## src/rtl/phr_pkg.sv

```systemverilog
package phr_pkg;

    parameter int DEF_ACC_W = 8;
    parameter int DEF_CNT_W = 10;
    parameter int DEF_N_REF = 4;

    typedef enum logic [1:0] {
        ST_TRACK,
        ST_WAIT_EDGE,
        ST_MEASURE
    } sw_state_e;

    typedef struct packed {
        logic hold;
        logic start;
        logic done;
    } seq_status_s;

    function automatic int clamp_sym(input int v, input int lim);
        if (v > lim) return lim;
        if (v < -lim) return -lim;
        return v;
    endfunction

endpackage

```

## src/rtl/phr_switch_seq.sv

```systemverilog
module phr_switch_seq
    import phr_pkg::*;
#(
    parameter int N_REF = DEF_N_REF,
    parameter int SEL_W = 2,
    parameter int CNT_W = DEF_CNT_W
) (
    input  logic             clk,
    input  logic             rst,
    input  logic [SEL_W-1:0] ref_sel,
    input  logic [N_REF-1:0] ref_pulse,
    input  logic             fb_pulse,
    output logic             sel_edge,
    output seq_status_s      stat,
    output logic             meas_valid,
    output logic [CNT_W-1:0] meas_ticks
);

    localparam logic [CNT_W-1:0] CNT_MAX = {CNT_W{1'b1}};

    sw_state_e        state;
    logic [SEL_W-1:0] sel_q;
    logic [CNT_W-1:0] cnt;
    logic             done_q;

    always_comb begin
        sel_edge   = (int'(sel_q) < N_REF) && ref_pulse[sel_q];
        stat.hold  = (state != ST_TRACK);
        stat.start = (state == ST_TRACK) && (ref_sel != sel_q);
        stat.done  = done_q;
        meas_valid = (state == ST_MEASURE) && fb_pulse;
        meas_ticks = cnt;
    end

    always_ff @(posedge clk) begin
        if (rst) begin
            state  <= ST_TRACK;
            sel_q  <= '0;
            cnt    <= '0;
            done_q <= 1'b0;
        end else begin
            done_q <= 1'b0;
            unique case (state)
                ST_TRACK: begin
                    if (stat.start) begin
                        sel_q <= ref_sel;
                        state <= ST_WAIT_EDGE;
                    end
                end
                ST_WAIT_EDGE: begin
                    if (sel_edge) begin
                        cnt   <= CNT_W'(1);
                        state <= ST_MEASURE;
                    end
                end
                ST_MEASURE: begin
                    if (fb_pulse) begin
                        state  <= ST_TRACK;
                        done_q <= 1'b1;
                    end else if (cnt != CNT_MAX) begin
                        cnt <= cnt + 1'b1;
                    end
                end
                default: state <= ST_TRACK;
            endcase
        end
    end

    // a detected selection change puts the PLL in holdover next cycle
    a_r2_hold_on_start: assert property (@(posedge clk) disable iff (rst)
        stat.start |=> stat.hold);

    // completion flag only in the first tracking cycle after holdover
    a_r5_done_ends_hold: assert property (@(posedge clk) disable iff (rst)
        done_q |-> (!stat.hold && $past(stat.hold)));

    // stored selection frozen while a switch is in progress
    a_r10_sel_frozen: assert property (@(posedge clk) disable iff (rst)
        (stat.hold && !meas_valid) |=> $stable(sel_q));

endmodule

```

## src/rtl/phr_offset_acc.sv

```systemverilog
module phr_offset_acc
    import phr_pkg::*;
#(
    parameter int ACC_W = DEF_ACC_W,
    parameter int CNT_W = DEF_CNT_W,
    parameter int DLY_W = ACC_W + 1
) (
    input  logic                    clk,
    input  logic                    rst,
    input  logic                    trig,
    input  logic                    realign,
    input  logic                    meas_valid,
    input  logic [CNT_W-1:0]        meas_ticks,
    output logic signed [ACC_W-1:0] offset,
    output logic [DLY_W-1:0]        delay_use
);

    localparam int OFF_MAX = 2 ** (ACC_W - 1) - 1;
    localparam int BIAS    = OFF_MAX;

    int err;
    int sum;

    always_comb begin
        err       = int'(meas_ticks) - (int'(offset) + BIAS);
        sum       = clamp_sym(int'(offset) + err, OFF_MAX);
        delay_use = DLY_W'(realign ? BIAS : int'(offset) + BIAS);
    end

    always_ff @(posedge clk) begin
        if (rst) begin
            offset <= '0;
        end else if (meas_valid) begin
            offset <= realign ? '0 : ACC_W'(sum);
        end else if (trig && realign) begin
            offset <= '0;
        end
    end

    // stored offset stays inside the symmetric saturation range
    a_r4_no_overflow: assert property (@(posedge clk) disable iff (rst)
        (int'(offset) <= OFF_MAX) && (int'(offset) >= -OFF_MAX));

    // realign at an accepted reference pulse leaves a zero offset
    a_r8_realign_clears: assert property (@(posedge clk) disable iff (rst)
        (trig && realign) |=> (offset == '0));

    // a switch completing under realign/slave stores zero
    a_r9_slave_zero: assert property (@(posedge clk) disable iff (rst)
        (meas_valid && realign) |=> (offset == '0));

endmodule

```

## src/rtl/phr_vref_gen.sv

```systemverilog
module phr_vref_gen #(
    parameter int DLY_W = 9
) (
    input  logic             clk,
    input  logic             rst,
    input  logic             trig,
    input  logic             cancel,
    input  logic [DLY_W-1:0] delay,
    output logic             virt
);

    logic             pend;
    logic [DLY_W-1:0] cnt;

    always_ff @(posedge clk) begin
        if (rst) begin
            pend <= 1'b0;
            cnt  <= '0;
            virt <= 1'b0;
        end else if (cancel) begin
            pend <= 1'b0;
            virt <= 1'b0;
        end else if (trig) begin
            pend <= 1'b1;
            cnt  <= delay;
            virt <= 1'b0;
        end else if (pend && cnt == '0) begin
            pend <= 1'b0;
            virt <= 1'b1;
        end else begin
            virt <= 1'b0;
            if (pend) cnt <= cnt - 1'b1;
        end
    end

    // each virtual reference pulse lasts a single cycle
    a_r6_single_pulse: assert property (@(posedge clk) disable iff (rst)
        virt |=> !virt);

endmodule

```

## src/rtl/phase_realign_ctrl.sv

```systemverilog
module phase_realign_ctrl
    import phr_pkg::*;
#(
    parameter int N_REF = DEF_N_REF,
    parameter int ACC_W = DEF_ACC_W,
    parameter int CNT_W = DEF_CNT_W,
    parameter int SEL_W = (N_REF > 1) ? $clog2(N_REF) : 1
) (
    input  logic                    clk,
    input  logic                    rst,
    input  logic [N_REF-1:0]        ref_pulse,
    input  logic [SEL_W-1:0]        ref_sel,
    input  logic                    fb_pulse,
    input  logic                    slave_mode,
    input  logic                    realign_req,
    output logic                    holdover,
    output logic                    virt_ref,
    output logic                    switch_done,
    output logic signed [ACC_W-1:0] phase_offset
);

    localparam int DLY_W = ACC_W + 1;

    seq_status_s      stat;
    logic             sel_edge;
    logic             meas_valid;
    logic [CNT_W-1:0] meas_ticks;
    logic [DLY_W-1:0] delay_use;
    logic             realign;
    logic             trig;

    assign realign = realign_req | slave_mode;
    assign trig    = sel_edge && !stat.hold && !stat.start;

    phr_switch_seq #(.N_REF(N_REF), .SEL_W(SEL_W), .CNT_W(CNT_W)) u_seq (
        .clk        (clk),
        .rst        (rst),
        .ref_sel    (ref_sel),
        .ref_pulse  (ref_pulse),
        .fb_pulse   (fb_pulse),
        .sel_edge   (sel_edge),
        .stat       (stat),
        .meas_valid (meas_valid),
        .meas_ticks (meas_ticks)
    );

    phr_offset_acc #(.ACC_W(ACC_W), .CNT_W(CNT_W), .DLY_W(DLY_W)) u_acc (
        .clk        (clk),
        .rst        (rst),
        .trig       (trig),
        .realign    (realign),
        .meas_valid (meas_valid),
        .meas_ticks (meas_ticks),
        .offset     (phase_offset),
        .delay_use  (delay_use)
    );

    phr_vref_gen #(.DLY_W(DLY_W)) u_vref (
        .clk    (clk),
        .rst    (rst),
        .trig   (trig),
        .cancel (stat.start),
        .delay  (delay_use),
        .virt   (virt_ref)
    );

    assign holdover    = stat.hold;
    assign switch_done = stat.done;

    // no virtual reference while the PLL is in holdover
    a_r7_quiet_in_hold: assert property (@(posedge clk) disable iff (rst)
        holdover |-> !virt_ref);

endmodule

```

## config.mk

```make
export PLATFORM = sky130hd
export DESIGN_NAME = phase_realign_ctrl
export DESIGN_NICKNAME = d
export VERILOG_FILES = /design/src/rtl/phr_pkg.sv /design/src/rtl/phr_switch_seq.sv /design/src/rtl/phr_offset_acc.sv /design/src/rtl/phr_vref_gen.sv /design/src/rtl/phase_realign_ctrl.sv
export SDC_FILE = /design/constraint.sdc
export NUM_CORES = 1
export LEC_CHECK = 0
export BUFFER_PORTS_ARGS = -buffer_cell sky130_fd_sc_hd__buf_2
export CAP_MARGIN = 20
export CORE_MARGIN = 4
export CORE_UTILIZATION = 41
export CTS_CLUSTER_SIZE = 12
export DETAILED_ROUTE_END_ITERATION = 6
export PLACE_DENSITY = 0.6
export SLEW_MARGIN = 15
export SYNTH_ARGS = -nofsm -noshare
export SYNTH_HDL_FRONTEND = slang
export SYNTH_SLANG_ARGS = --single-unit
```

## constraint.sdc

```tcl
create_clock -name clk -period 5.84 [get_ports clk]
set_clock_uncertainty 0.05 [all_clocks]
set_input_delay 1.168 -clock clk [delete_from_list [all_inputs] [get_ports clk]]
set_output_delay 1.168 -clock clk [all_outputs]
set_load 0.05 [all_outputs]
```

==> results of run 1 <==
cell families (layout without fill, tap and decap cells):
group           Yosys count  after routing  synth area share [%]
simple gates            122            122                  23.7
buf+inv                  28             48                  4.07
compound gates           81             81                  24.0
flops                    34             34                  26.1
xor+xnor                 34             34                  12.0
mux                       7              7                  3.40
fa+ha+maj                14             14                  6.71
sequential cells by signal, summed over array words and instances, names as in the netlist:
signal,cells
u_vref.virt,1
u_seq.meas_ticks,10
u_vref.cnt,9
u_acc.offset,8
u_vref.pend,1
u_seq.state,2
u_seq.done_q,1
u_seq.sel_q,2
worst max-delay path, stage by stage (launching register included):
cell and delay (ns):
dfxtp_1 0.44, inv_1 0.11, ha_1 0.25, or4b_1 0.52
o31ai_2 0.35, inv_2 0.10, ha_1 0.35, xor2_1 0.39
xor2_1 0.13, ha_1 0.37, or2_2 0.30, a21oi_1 0.22
inv_1 0.10, o21ai_0 0.10, mux2i_1 0.35, o211ai_4 0.13
a31oi_1 0.43, a221o_1 0.18
cell type report:
type	count	area [sq um]	share of cell area, %
well taps	75	93.8	3.24
multi-input cells	258	1820	63.0
clock inverters	3	45.0	1.56
repair buffers	23	120	4.15
clock buffers	5	68.8	2.38
inverters	17	63.8	2.20
flip-flops and latches	34	681	23.5
report_power, final:
group	total [mW]	internal (mW)	switching, mW
registers	0.258	0.244	0.0140
logic	0.137	0.0517	0.0849
clock network	0.216	0.127	0.0892
total	0.611	0.423	0.188
through the flow:
step / util (%) / setup slack (ns) / hold WS [ns] / instances / power, mW
2_1_floorplan: - / 1.14 / 0.387 / 320 / 0.366
3_3_place_gp: 45.8 / 1.12 / 0.415 / 406 / 0.398
3_5_place_dp: 45.8 / 0.938 / 0.414 / 406 / 0.398
4_1_cts: 47.6 / 0.919 / 0.424 / 414 / 0.615
5_1_grt: 47.8 / 0.530 / 0.458 / 415 / 0.643
6_report: 47.8 / 0.917 / 0.424 / 415 / 0.611
placed cells by master, fill, tap and decap left out, types with 3 or more instances in the layout:
| master | count |
|---|---|
| nor2_1 | 36 |
| dfxtp_1 | 34 |
| nand2_1 | 23 |
| a21oi_1 | 22 |
| buf_2 | 21 |
| xnor2_1 | 20 |
| o21ai_0 | 16 |
| inv_1 | 15 |
| ha_1 | 14 |
| xor2_1 | 13 |
| nor3_1 | 13 |
| nand3_1 | 10 |
| or3_1 | 7 |
| a221o_1 | 6 |
| mux2_2 | 5 |
| clkbuf_8 | 5 |
| nand2b_1 | 4 |
| a22oi_1 | 4 |
| nand4_1 | 4 |
| and3_1 | 4 |
| nor4_1 | 3 |
| or2_2 | 3 |
| a221oi_1 | 3 |
| a21o_1 | 3 |
| a31oi_1 | 3 |
routing by layer:
metal / vias up / GRT usage [%] / routed length (microns)
li1: 1200 / - / -
met1: 1060 / 24.9 / 3220
met2: 43 / 26.9 / 2850
met3: 6 / 2.82 / 294
met4: 0 / 3.91 / 57
met5: - / 0 / 0
worst paths after layout:
path | endpoint | slack, ns | start | cells past startpoint
worst min register to register | u_seq.state[0]$_SDFFE_PP0P_ | 0.42 | u_seq.state[1]$_SDFFE_PP0P_ | 1
worst max-delay path | u_acc.offset[2]$_SDFFE_PP0P_ | 0.92 | u_acc.offset[0]$_SDFFE_PP0P_ | 17
worst min-delay path | u_seq.state[0]$_SDFFE_PP0P_ | 0.42 | u_seq.state[1]$_SDFFE_PP0P_ | 1
worst max register to register | u_acc.offset[2]$_SDFFE_PP0P_ | 0.92 | u_acc.offset[0]$_SDFFE_PP0P_ | 17
==> impl_metrics.yaml, run 1 <==
synthesis:
  synth_most_common_cell: "nor2_1"
  ys_top_cells_by_count: "36 x nor2_1, 34 x dfxtp_1, 23 x nand2_1"
  ys_warn_count: 0
  ys_ff_latch: 34
  synthesis.nets: 345
  synthArstFlopShare_pct: 0
  synth_seq_area_share_pct: 26.1
  synthDominantCellAreaShare_pct: 26.1
  yosys.area.top_type: "dfxtp_1"
  synth_edf_count: 0
  synthTopCellsByArea: "dfxtp_1 26%, ha_1 6.7%, xnor2_1 6.7%"
  ys_types: 62
  synth_area_sq_um: 2610
  syn_inst: 320
  syn_avg_cell_area_sq_um: 8.16
  synth_flop_cell: "dfxtp_1"
clock_tree:
  post_cts_buffers: 0
  cts.sinks: 34
  hold_buffers: 0
  cts_made_buffers: 5
  ctsResizeCount: 0
  clkTransAtPathRegs_ns: 0.07
  root_buffer: "clkbuf_8"
  cts_buffer_depth: 2
  cts_tree: "built"
  clk_latency_ns: 0.28
  htreeDepth: 2
floorplan:
  fp.dieW_microns: 87.8
  start_util_pct: 43.1
  core_area_sq_um: 6060
  rows: 28
  top_level_ports: 22
  dieArea_sq_um: 7710
  fp.dieH_microns: 87.8
final_layout:
  num_antenna_cells: 0
  drive_gt1_share_pct: 16.5
  final_nets: 364
  fin_area_sq_um: 2900
  fillCellCount: 604
  syn_to_final_growth_pct: 10.9
sta:
  rsz0062_at_grt: "false"
  fin_crit_sh_pct: 84.3
  fin_setup_tns_ns: 0
  post-route-min-period_ns: 4.92
  setup_violations: 0
  final_hold_viol_count: 0
  finalMaxSlewViolations: 0
  relSlewSlack_pct: 41.4
  worst_slew_pin_slew_ns: 0.877
  max_freq_ghz: 0.203
placement:
  placed_area_sq_um: 2770
  gp_congestion: 0.827
  hpwlAfterDp_microns: 5010
  io_buffers: 21
outcome:
  outcome: "finished clean"
flow_run:
  maxCapViolCount: 0
global_routing:
  grt-ovfl-total: 0
  grt_pass1_wl_microns: 10500
  antenna_found_initial: 0
  grt_use_total_pct: 17.2
  grt_max_degree: 22
  first_global_vias: 2160
power:
  peakVddDrop_v: 0.000152
  p_leak_nw: 1.20
  p_per_area_nw_per_um2: 211
min_path:
  hold_class: "reg -> reg"
setup_path:
  cp_max_fo: 11
  start_kind: "flip-flop"
  crit_required_ns: 6.02
  critical_path_arrival_ns: 5.10
  end_kind: "flip-flop"
  worstSetupPathType: "reg -> reg"
detailed_routing:
  via_per_inst: 5.56
  vias: 2309
  drtIter0Drc: 160
  first_pass_iters: 4
  detail-route-antenna-nets: 0
  totalWireLength_microns: 6420
  wire_per_inst_microns: 15.5
  drc_errors: 0
Power figures use the tool's default switching activity.
==> inputs of run 2 (changes only) <==
--- a/config.mk
+++ b/config.mk
@@ -5,6 +5,7 @@
 export SDC_FILE = /design/constraint.sdc
 export NUM_CORES = 1
 export LEC_CHECK = 0
+export ABC_AREA = 1
 export BUFFER_PORTS_ARGS = -buffer_cell sky130_fd_sc_hd__buf_2
 export CAP_MARGIN = 20
 export CORE_MARGIN = 4
==> constraint.sdc (replaced) <==
create_clock -name clk -period 4.85 [get_ports clk]
set_clock_uncertainty 0.05 [all_clocks]
set_input_delay 0.97 -clock clk [delete_from_list [all_inputs] [get_ports clk]]
set_output_delay 0.97 -clock clk [all_outputs]
set_load 0.05 [all_outputs]
==> run 2 against run 1 <==
Combinational power grew to 2.6 times the previous value. Synthesized area is 14% higher. Routed wire length grew 15%. Die area grew 12%. Power rose by 49%. Clock power hardly changed. Final cell count up 40%. Worst hold slack improved by 0.0079 ns. Global-route usage grew 0.29 points. Via count is 25% higher. Sequential share of layout area decreased by 2.5 points.
==> impl_metrics.yaml, run 2 <==
sta:
  finalMaxSlewViolations: 0
  fin_crit_sh_pct: 78.8
  fin_setup_tns_ns: 0
  relSlewSlack_pct: 48.3
  max_freq_ghz: 0.262
  post-route-min-period_ns: 3.82
  rsz0062_at_grt: "false"
  worst_slew_pin_slew_ns: 0.775
  setup_violations: 0
  final_hold_viol_count: 0
setup_path:
  critical_path_arrival_ns: 3.93
  r2r_setup_slack_ns: 1.03
  ff2ff_path_depth: 26
  reg2reg_to: "u_acc.offset[0]$_SDFFE_PP0P_"
  r2r-start: "u_acc.offset[0]$_SDFFE_PP0P_"
  cp_max_fo: 8
  end_kind: "flip-flop"
  start_kind: "flip-flop"
  worstSetupPathType: "reg -> reg"
  critPathLaunch: "u_acc.offset[0]$_SDFFE_PP0P_"
  setup.worst_path.end: "u_acc.offset[0]$_SDFFE_PP0P_"
  crit_required_ns: 4.96
synthesis:
  ys_warn_count: 0
  synthArstFlopShare_pct: 0
  ys_top_cells_by_count: "104 x nand2_1, 71 x inv_1, 52 x nor2_1"
  synthTopCellsByArea: "dfxtp_1 23%, nand2_1 13%, inv_1 9.0%"
  yosys.area.top_type: "dfxtp_1"
  synth_edf_count: 0
  synth_seq_area_share_pct: 23.0
  synth_flop_cell: "dfxtp_1"
  ys_types: 44
  ys_ff_latch: 34
  syn_inst: 462
  synth_area_sq_um: 2960
  synth_most_common_cell: "nand2_1"
  synthDominantCellAreaShare_pct: 23.0
  synthesis.nets: 487
  syn_avg_cell_area_sq_um: 6.41
floorplan:
  rows: 30
  start_util_pct: 42.9
  core_area_sq_um: 6910
  top_level_ports: 22
  dieArea_sq_um: 8650
  fp.dieH_microns: 93.0
  fp.dieW_microns: 93.0
detailed_routing:
  route.met2.wl_microns: 3240
  wl_met3_microns: 254
  via_per_inst: 4.95
  wire_per_inst_microns: 12.7
  drc_errors: 0
  topRoutingLayerUsed: "met4"
  first_pass_iters: 5
  met1Wirelength_microns: 3770
  totalWireLength_microns: 7380
  detail-route-antenna-nets: 0
  drtIter0Drc: 138
  vias: 2881
clock_tree:
  ctsResizeCount: 0
  cts_tree: "built"
  post_cts_buffers: 0
  hold_buffers: 0
  cts_buffer_depth: 2
  cts.sinks: 34
  htreeDepth: 2
  cts_made_buffers: 5
  clkTransAtPathRegs_ns: 0.07
  clk_latency_ns: 0.28
  root_buffer: "clkbuf_8"
final_layout:
  layout_commonest_cell: "nand2_1"
  final_nets: 510
  num_antenna_cells: 0
  instances_no_fill: 582
  syn_to_final_growth_pct: 9.25
  most-common-layout-cells: "104 x nand2_1, 71 x inv_1, 52 x nor2_1"
  largest_reg_flops: 10
  drive_gt1_share_pct: 17.9
  fillCellCount: 775
power:
  p_per_area_nw_per_um2: 281
  p_leak_nw: 1.65
  peakVddDrop_v: 0.000165
placement:
  placed_cells: 574
  gp_congestion: 0.880
  hpwlAfterDp_microns: 6040
  io_buffers: 21
global_routing:
  grt-ovfl-total: 0
  grt_pass1_wl_microns: 12100
  antenna_found_initial: 0
  first_global_vias: 2571
  grt_use_total_pct: 17.5
  grt_max_degree: 18
flow_run:
  maxCapViolCount: 0
outcome:
  outcome: "finished clean"
min_path:
  hold_class: "reg -> reg"
==> run 2: cell types whose count changed in the layout (fill, tap and decap cells not counted), sizes merged, moves of 5 or more <==
| cell | previous run | this run |
|---|---|---|
| xnor2 | 20 | 5 |
| a221o | 6 | 0 |
| nand2 | 23 | 128 |
| nand3 | 10 | 45 |
| inv | 17 | 77 |
| and3 | 6 | 0 |
| o21ai | 17 | 26 |
| nor3 | 13 | 7 |
| nor2 | 36 | 59 |
| or3 | 7 | 1 |
| mux2 | 5 | 0 |
==> run 2: per-layer routing <==
layer	GRT usage, %	up-vias
met5	0	-
met4	5.13	0
met3	2.98	11
met2	27.5	46
met1	24.7	1300
li1	-	1524
==> run 2: worst min path at each step <==
stage / start / end / slack [ns] / depth (start not counted)
global route: u_vref.cnt[1]$_SDFFE_PP0P_ / u_vref.cnt[1]$_SDFFE_PP0P_ / 0.49 / 2
global placement: u_vref.pend$_SDFFE_PP0P_ / u_vref.virt$_SDFF_PP0_ / 0.42 / 2
floorplan: u_vref.cnt[8]$_SDFFE_PP0P_ / u_vref.cnt[8]$_SDFFE_PP0P_ / 0.40 / 2
detailed placement: u_vref.pend$_SDFFE_PP0P_ / u_vref.virt$_SDFF_PP0_ / 0.42 / 2
finish: u_vref.pend$_SDFFE_PP0P_ / u_vref.virt$_SDFF_PP0_ / 0.43 / 2
CTS: u_vref.pend$_SDFFE_PP0P_ / u_vref.virt$_SDFF_PP0_ / 0.43 / 2
==> run 2: per-stage QoR <==
step	worst slack, ns	hold WS, ns	power, mW	utilization [%]	area, sq um
2_1_floorplan	0.979	0.399	0.623	-	2960
3_3_place_gp	1.12	0.418	0.689	45.5	3150
3_5_place_dp	1.03	0.423	0.695	45.5	3150
4_1_cts	1.01	0.433	0.915	46.9	3240
5_1_grt	0.583	0.492	0.978	46.9	3240
6_report	1.03	0.432	0.911	46.9	3240
==> run 2: worst max-delay path, stage by stage (launching register included) <==
cell     delay [ns]
dfxtp_1        0.39
inv_1          0.12
ha_1           0.17
inv_1          0.06
nor2_2         0.14
nand3_2        0.13
nand2_4        0.11
inv_1          0.06
ha_1           0.32
xor2_2         0.26
xor2_1         0.17
inv_1          0.05
ha_1           0.36
a21oi_1        0.22
nor2_1         0.07
o21ai_2        0.12
nand2_2        0.07
nor2_4         0.11
nand2_1        0.06
nand2_1        0.08
nand3_1        0.07
nor2_1         0.09
nand3_1        0.08
nand2_2        0.13
nand3_1        0.09
nand2_1        0.07
a21oi_1        0.05
==> run 2: cells by family after synthesis <==
kind of cell	Yosys count	synth area share [%]
AOI/OAI and AO/OA	66	13.9
xor gates and xnor gates	17	5.28
adders and majority gates	14	5.91
buffers and inverters	83	11.3
DFF	34	23.0
and+or+nand+nor	248	40.7
==> run 2: power by group <==
part	total [mW]	leakage [nW]	switching [mW]	internal (mW)
Clock	0.219	0.0482	0.105	0.115
Sequential	0.336	0.275	0.0307	0.305
Combinational	0.355	1.33	0.233	0.122
Total	0.911	1.65	0.368	0.542
==> run 2: cell type report <==
cell class / count / area (sq um) / area share (%)
well taps: 96 / 120 / 3.71
clock buffers: 7 / 86.3 / 2.67
multi-input cells: 345 / 1950 / 60.1
repair buffers: 21 / 105 / 3.25
clock inverters: 1 / 5.00 / 0.155
flip-flops and latches: 34 / 681 / 21.0
inverters: 78 / 293 / 9.05
